$ cat src/rtl/ixwin.sv
module ixwin #(
  parameter int          REG_AW      = 14,
  parameter int          MEM_BYTES   = 4096,
  parameter int          NUM_SCR     = 4,
  parameter int          SCR_BASE    = 'h010,
  parameter int          CFG_BASE    = 'hF00,
  parameter int          ALIAS_BYTES = 256,
  parameter logic [31:0] CFG_ID      = 32'h5A17_00C3,
  parameter logic [31:0] CFG_CLASS   = 32'h0300_0001
) (
  input  logic              clk,
  input  logic              rst_n,
  input  logic              bus_req,
  input  logic              bus_we,
  input  logic              bus_io_sel,
  input  logic [REG_AW-1:0] bus_addr,
  input  logic [1:0]        bus_size,
  input  logic [31:0]       bus_wdata,
  output logic              bus_rvalid,
  output logic [31:0]       bus_rdata,
  output logic              mem_req,
  output logic              mem_we,
  output logic [$clog2(MEM_BYTES)-3:0] mem_waddr,
  output logic [3:0]        mem_be,
  output logic [31:0]       mem_wdata,
  input  logic              mem_rvalid,
  input  logic [31:0]       mem_rdata
);
  localparam int MEM_AW     = $clog2(MEM_BYTES);
  localparam int APER_BYTES = 1 << REG_AW;
  localparam int ALIAS_AW   = $clog2(ALIAS_BYTES);
  localparam int WORD_AW    = REG_AW - 2;
  localparam int SCR_W      = SCR_BASE / 4;
  localparam int CFG_W      = CFG_BASE / 4;
  localparam int CFG_WORDS  = 64;
  localparam int SCR_IW     = (NUM_SCR > 1) ? $clog2(NUM_SCR) : 1;

  function automatic logic [31:0] size_mask(input logic [2:0] n);
    return (n == 3'd1) ? 32'h0000_00FF : (n == 3'd2) ? 32'h0000_FFFF : 32'hFFFF_FFFF;
  endfunction

  function automatic logic [31:0] lane_get(input logic [31:0] w, input logic [1:0] l,
                                           input logic [2:0] n);
    return (w >> (8 * l)) & size_mask(n);
  endfunction

  function automatic logic [31:0] lane_put(input logic [31:0] w, input logic [1:0] l,
                                           input logic [2:0] n, input logic [31:0] d);
    logic [31:0] m;
    m = size_mask(n) << (8 * l);
    return (w & ~m) | ((d << (8 * l)) & m);
  endfunction

  logic [31:0] idx_q;
  logic [31:0] scr_q [NUM_SCR];
  logic        rvalid_q, memrd_q;
  logic [1:0]  lane_q;
  logic [2:0]  nb_q;
  logic [31:0] rd_q;

  logic [REG_AW-1:0] a;
  logic [2:0]        nb;
  logic              in_win, mem_sel, mem_ok, ind_bad, reg_ok;
  logic [32:0]       mem_end, ind_t;
  logic [REG_AW-1:0] reg_t;
  logic [WORD_AW-1:0] rword;
  logic [1:0]        rlane;
  logic              scr_hit, cfg_hit;
  logic [WORD_AW-1:0] scr_off, cfg_off;
  logic [31:0]       reg_word;

  assign a       = bus_io_sel ? REG_AW'(bus_addr[ALIAS_AW-1:0]) : bus_addr;
  assign nb      = (bus_size == 2'd0) ? 3'd1 : (bus_size == 2'd1) ? 3'd2 : 3'd4;
  assign in_win  = (a[REG_AW-1:2] == WORD_AW'(1));
  assign mem_sel = in_win & idx_q[31];
  assign mem_end = {2'b00, idx_q[30:0]} + 33'(nb);
  assign mem_ok  = (mem_end <= 33'(MEM_BYTES)) && ((3'(idx_q[1:0]) + nb) <= 3'd4);
  assign ind_t   = {1'b0, idx_q} + 33'(a[1:0]);
  assign ind_bad = (ind_t < 33'd8) || (ind_t >= 33'(APER_BYTES));
  assign reg_t   = in_win ? ind_t[REG_AW-1:0] : a;
  assign reg_ok  = !in_win || (!idx_q[31] && !ind_bad);
  assign rword   = reg_t[REG_AW-1:2];
  assign rlane   = reg_t[1:0];

  assign scr_off = rword - WORD_AW'(SCR_W);
  assign cfg_off = rword - WORD_AW'(CFG_W);
  assign scr_hit = (rword >= WORD_AW'(SCR_W)) && (rword < WORD_AW'(SCR_W + NUM_SCR));
  assign cfg_hit = (rword >= WORD_AW'(CFG_W)) && (rword < WORD_AW'(CFG_W + CFG_WORDS));

  always_comb begin
    reg_word = 32'h0;
    if (rword == '0)  reg_word = idx_q;
    else if (scr_hit) reg_word = scr_q[scr_off[SCR_IW-1:0]];
    else if (cfg_hit) reg_word = (cfg_off == '0) ? CFG_ID :
                                 (cfg_off == WORD_AW'(1)) ? CFG_CLASS : 32'h0;
  end

  assign mem_req   = bus_req & mem_sel & mem_ok;
  assign mem_we    = bus_we;
  assign mem_waddr = idx_q[MEM_AW-1:2];
  assign mem_be    = ((nb == 3'd1) ? 4'b0001 : (nb == 3'd2) ? 4'b0011 : 4'b1111) << idx_q[1:0];
  assign mem_wdata = bus_wdata << (8 * idx_q[1:0]);

  always_ff @(posedge clk) begin
    if (!rst_n) begin
      idx_q <= '0;
      for (int i = 0; i < NUM_SCR; i++) scr_q[i] <= '0;
    end else if (bus_req && bus_we && !mem_sel && reg_ok) begin
      if (rword == '0) idx_q <= lane_put(idx_q, rlane, nb, bus_wdata);
      for (int i = 0; i < NUM_SCR; i++)
        if (scr_hit && scr_off[SCR_IW-1:0] == SCR_IW'(i))
          scr_q[i] <= lane_put(scr_q[i], rlane, nb, bus_wdata);
    end
  end

  always_ff @(posedge clk) begin
    if (!rst_n) begin
      rvalid_q <= 1'b0;
      memrd_q  <= 1'b0;
      lane_q   <= '0;
      nb_q     <= 3'd4;
      rd_q     <= '0;
    end else begin
      rvalid_q <= bus_req & ~bus_we;
      memrd_q  <= bus_req & ~bus_we & mem_sel & mem_ok;
      lane_q   <= idx_q[1:0];
      nb_q     <= nb;
      rd_q     <= (bus_req && !bus_we && !mem_sel && reg_ok) ? lane_get(reg_word, rlane, nb) : 32'h0;
    end
  end

  assign bus_rvalid = rvalid_q;
  assign bus_rdata  = memrd_q ? (mem_rvalid ? lane_get(mem_rdata, lane_q, nb_q) : 32'h0) : rd_q;
endmodule


$ cat config.mk
export PLATFORM = sky130hd
export DESIGN_NAME = ixwin
export DESIGN_NICKNAME = d
export VERILOG_FILES = /design/src/rtl/ixwin.sv
export SDC_FILE = /design/constraint.sdc
export NUM_CORES = 1
export LEC_CHECK = 0
export BUFFER_PORTS_ARGS = -buffer_cell sky130_fd_sc_hd__buf_2
export CORE_ASPECT_RATIO = 0.75
export CORE_MARGIN = 2
export CORE_UTILIZATION = 35
export CTS_CLUSTER_SIZE = 40
export DETAILED_ROUTE_END_ITERATION = 8
export GPL_TIMING_DRIVEN = 0
export PLACE_DENSITY = 0.61
export SKIP_LAST_GASP = 1
export SYNTH_ARGS = -nofsm -noshare
export SYNTH_HDL_FRONTEND = slang
export SYNTH_SLANG_ARGS = --single-unit
$ cat constraint.sdc
create_clock -name clk -period 10.9 [get_ports clk]
set_input_delay 2.18 -clock clk [delete_from_list [all_inputs] [get_ports clk]]
set_output_delay 2.18 -clock clk [all_outputs]
set_load 0.03 [all_outputs]
Word-level counts from Yosys, hierarchy flattened. Memories as Yosys holds them, arrays and structs flattened. Index checks and enable logic that the tools add are counted.

Bits in registers: 71. Output and inout bits: 81. Memories: 1. Word-level logic and storage cells: 126. Bits in writable memories: 128.

Shift operators: 6. Bitwise operators: 25. Reduce and logical (&&, ||, !) cells: 27. Mux-type cells: 38. Equal/unequal tests: 10. Add/sub/neg operators: 5. Magnitude comparators: 8.

Memories: scr_q (words 4, bits a word 32, read ports 5, clocked after Yosys merged registers in 0, wr ports 4, RTL line 55) `logic [31:0] scr_q [NUM_SCR];`.

Operators by type and width (count): 32-bit two-way mux (12); 32-bit AND (8); 32-bit OR (5); 32-bit by 5-bit left shift with 32-bit output (3); 32-bit by 5-bit >> shifter with 32-bit output (2); 31-bit two-way mux (2); 32-bit by 2-bit adder with 33-bit output (1); 33-bit by 15-bit greater-or-equal comparator with 1-bit output, second input constant (1); 33-bit by 4-bit less-than comparator with 1-bit output, second input constant (1); 31-bit by 3-bit adder with 32-bit output (1); 32-bit by 13-bit <= comparator with 1-bit output, second input constant (1); 32-bit NOT (1); 14-bit two-way mux (2); 26-bit two-way mux (1); 12-bit by 1-bit == test with 1-bit output, second input constant (2); 12-bit zero test (2); 1-bit two-way mux (17); 1-bit logical AND (14); 12-bit by 10-bit greater-or-equal comparator with 1-bit output, second input constant (1); 12-bit by 3-bit greater-or-equal comparator with 1-bit output, second input constant (1); 12-bit by 11-bit less-than comparator with 1-bit output, second input constant (1); 12-bit by 4-bit less-than comparator with 1-bit output, second input constant (1); 12-bit by 10-bit subtractor with 12-bit output, second input constant (1); 4-bit two-way mux (2); 16 further kinds (36).

Depth between registers and ports, before layout.
Depth after elaboration: 12. Gate-level depth with buffers: 16. Mapped depth without buffers: 13.

Worst setup path after synthesis. No wires, ideal clock.

Path type: input to register. From: in bus_addr[0]. To: mem scr_q[0][0], enable pin. Data required time: 10434 ps. Arrival time: 7533 ps. Setup slack: 2902 ps. Cell stages on the path: 13. Library setup time: 466 ps. Buffers on the path: 1. Cells stage by stage: ha_1 inv_1 fa_1 nand3b_1 nor4_2 nand4_1 a22oi_1 o2111ai_2 a2111oi_4 a21boi_1 buf_6 or4_1 o21ai_0.

RTL lines: start, declared (RTL line 16) `input logic [REG_AW-1:0] bus_addr,`; end, declared (RTL line 55).

Worst setup path after layout.
From: in bus_size[1]. To: out mem_req.

Elaborated cells between the ends (all ways): 10. Those cells by class: 2 x add/sub; 2 x order compare; 1 x eq/ne; 2 x mux; 1 x bitwise; 2 x reduce/logical.

RTL lines: start, declared (RTL line 17) `input logic [1:0] bus_size,`; 2-bit zero test * (RTL line 73) `assign nb = (bus_size == 2'd0) ? 3'd1 : (bus_size == 2'd1) ? 3'd2 : 3'd4;`; 3-bit two-way mux * (RTL line 73); named net nb[0] (RTL line 62) `logic [2:0] nb;`; 31-bit by 3-bit adder with 32-bit output or 2-bit by 3-bit adder with 3-bit output (tied branches) (RTL line 76, 77); 32-bit by 13-bit <= comparator with 1-bit output or 3-bit <= comparator (tied branches) (RTL line 77) `assign mem_ok = (mem_end <= 33'(MEM_BYTES)) && ((3'(idx_q[1:0]) + nb) <= 3'd4);`; 1-bit logical AND * (RTL line 77); 1-bit AND * (RTL line 98) `assign mem_req = bus_req & mem_sel & mem_ok;`; end, declared (RTL line 21) `output logic mem_req,`.

The timed path passes the listed nets; every way through them passes the cells marked *.

==> run metrics <==
Syn. warnings=0; Clock Latency Late Sink=approximately 0.46 ns; DP Area=14610 µm²; hpwl dp=39.97 mm; drt drc=0; CTS max path bufs=2; vias per cell=6.047; hold depth=2; LEAKAGE=5.407 nW; commonest cells after routing, fill and taps aside=nand2_1 (211), buf_2 (177), edfxtp_1 (128), nor2_1 (113), o21ai_0 (111); ANT nets after route=0; worst hold path class=flop to flop; die area=roughly 39000 µm²; vias in the first global route=between 10k and 15k; Mapped Nets=1547; async set-reset flop share out of synthesis=0; # hold bufs at CTS=0; met2 usage=0.3756; GP Congestion=1.022; Final Hold Fails=0; register area share after synthesis=0.4047; Nets=1736; status=finished, final reports clean; relative slew slack=0.07188; GRT Util Overall=0.2634; Core Footprint=between 30000 and 40000 µm²; worst-path fanout max=10; CP Cell Sequence=buf_2, clkbuf_1, nor2_1, ha_1, inv_1, fa_1, nor2b_1, o2111ai_1, nor3_1, mux2i_1, nor2_1, a21oi_1, nor4_1, o2111a_1, buf_2; die height=approximately 170 µm; setup TNS=0 ns; Startpoint Class=input port; # Max-Cap Violations=0; post-layout util=0.4113; Cell variety after synth=79; initial antenna violation count=1; Max Clk Rate=121.9 MHz; post-synthesis simple-gate area fraction=0.1869; Initial Util=0.3530; DRT iter0 DRCs=1792; root buffer cell=clkbuf_16; post-synthesis instance total=1454; VDD IR max=about 0.11 mV; GR peak layer=met1; worst reg2reg endpoint=scr_q[1][29]; share of post-route cells with drive strength above 1=0.1873; R2R Setup Slk=~4.2 ns; CTS Buf Count=17; Crit Path Class=input port to output port; global-route met1 utilization=0.3936; max incr delay on CP=0.57 ns; Area growth, synth to finish=16.52%; routed wire length=approximately 52 mm; H-tree depth=4; Port Buffer Count=165; post-DR wirelength/cell=24.08 µm; grt met3 use=0.07041; RSZ-0062 raised after global routing=false; Fin Clk Skew=0.009491 ns; Syn Std Cell Area=13010 µm²; final hold slack=roughly 0.54 ns; area taken by flip-flops and latches=5265 µm²; DR vias=13.06k; Rows=61; Max Slew Vio Count=0; Worst Tran Pin Value=1.388 ns; commonest non-fill, non-tap cell in the layout=nand2_1; Compound-Gate Fraction of Synth Area=0.2016; total global routing overflow=0; largest family of logic cells by synthesized area=compound AO/OA/AOI/OAI gates; dpl cells=2128; critical path arrival=6.03 ns; I/O Pins=167; Synth Flop Type=edfxtp_1; drt first pass iters=5; power per cell area=112.8 nW/µm²; Mapped Avg Cell Area=between 8 and 9 µm²; Resized cells post-CTS=0; clock tree sinks=199; CTS tree=yes; mux share of post-synthesis cell area=0.1127; Post-synth EDFFs=128; area of the multi-input gates=6915 µm²; Crit-path slowest cell=nor3_1; Yosys reg bits=199; adder-cell area share of the yosys netlist=0.007885; xor/xnor share of the synthesized area=0.01875; crit end category=output port; minimum clock period=8.207 ns; post-route cell area=15160 µm²; Reg clk slew, reported paths=0.07 ns; # Post-CTS Setup Buffers=0; first-pass GRT wire length=approximately 75 mm; Reg2Reg Depth=13; Final setup viols=0; chip width=~230 µm; pin count of the biggest net entering global routing=24; Worst EP required=8.72 ns; Final period util=0.7529; FILL cells=3713; Layout Cells excl Fill=2160
==> cell type report <==
class	count	area share
clock inverter	13	0.008170
sequential	199	0.3473
clock buffer	18	0.02831
inverter	54	0.01337
tap	504	0.04159
antenna	1	0.0001651
timing repair buffer	170	0.06041
multi-input combinational	1063	0.4561
buffer	138	0.04457
==> power breakdown <==
group | internal [mW] | leakage, nW | total, mW | switching, mW
Sequential | 0.817 | 1.90 | 0.826 | 0.00920
Combinational | 0.0779 | 3.25 | 0.259 | 0.181
Clock | 0.317 | 0.264 | 0.625 | 0.308
==> metrics by stage <==
stage          worst slack (ns)  power [mW]
6_report                  2.693       1.710
5_1_grt                   2.544       1.758
4_1_cts                   2.785       1.704
3_5_place_dp              2.783       1.090
3_3_place_gp             0.1864       1.086
2_1_floorplan             2.902      0.9808
==> critical path, delay by kind of cell <==
kind                     cells  cell delay (ns)
AND/OR/NAND/NOR              5             1.60
buffers and inverters        4             0.75
AO/OA/AOI/OAI                3             0.67
adder cells (fa/ha/maj)      2             0.65
multiplexers                 1             0.15
==> worst max-delay path by stage <==
stage                            from      endpoint  slack, ns
after floorplan           bus_addr[0]   scr_q[0][0]       2.90
after detailed placement  bus_size[1]       mem_req       2.78
final                     bus_size[1]       mem_req       2.69
after CTS                 bus_size[1]       mem_req       2.78
after global placement    bus_addr[0]  scr_q[1][28]       0.19
after global routing      bus_size[1]       mem_req       2.54
==> synth_stat cells (7+ instances only) <==
cell	number	share of area
o22ai_1	17	0.0082
nand2_1	211	0.061
buf_2	12	0.0046
nand3_1	33	0.013
and2_1	12	0.0058
a21oi_1	109	0.042
and4_1	7	0.0047
buf_6	12	0.010
a22o_1	7	0.0047
clkbuf_1	89	0.026
nor2b_1	23	0.011
inv_1	54	0.016
nand4_1	16	0.0077
o221a_2	8	0.0069
or3_1	8	0.0038
nor3_1	22	0.0085
and3_1	21	0.010
mux4_2	32	0.055
o22a_1	10	0.0067
buf_1	11	0.0032
mux2i_1	70	0.054
a211oi_1	21	0.012
buf_4	14	0.0081
a211o_1	12	0.0081
a22oi_1	12	0.0069
o211ai_1	14	0.0081
o21ai_0	114	0.044
nand2b_1	8	0.0038
dfxtp_1	71	0.11
nor4_1	12	0.0058
a31oi_1	9	0.0043
edfxtp_1	128	0.30
a221oi_1	10	0.0067
o21a_1	10	0.0058
nor2_1	113	0.033
xnor2_1	20	0.013
==> logic make-up after synthesis <==
| family | after synthesis |
|---|---|
| buffers and inverters | 192 |
| flip-flops | 199 |
| XOR/XNOR | 27 |
| AND/OR/NAND/NOR | 516 |
| AO/OA/AOI/OAI | 407 |
| multiplexers | 106 |
| adder cells (fa/ha/maj) | 7 |
==> layer usage <==
metal / share of wire / up-vias
li1: - / 5703
met1: 0.44 / 6382
met2: 0.41 / 913
met3: 0.14 / 63
met4: 0.016 / 0
met5: 0 / -
(Power assumes the default switching activity.)
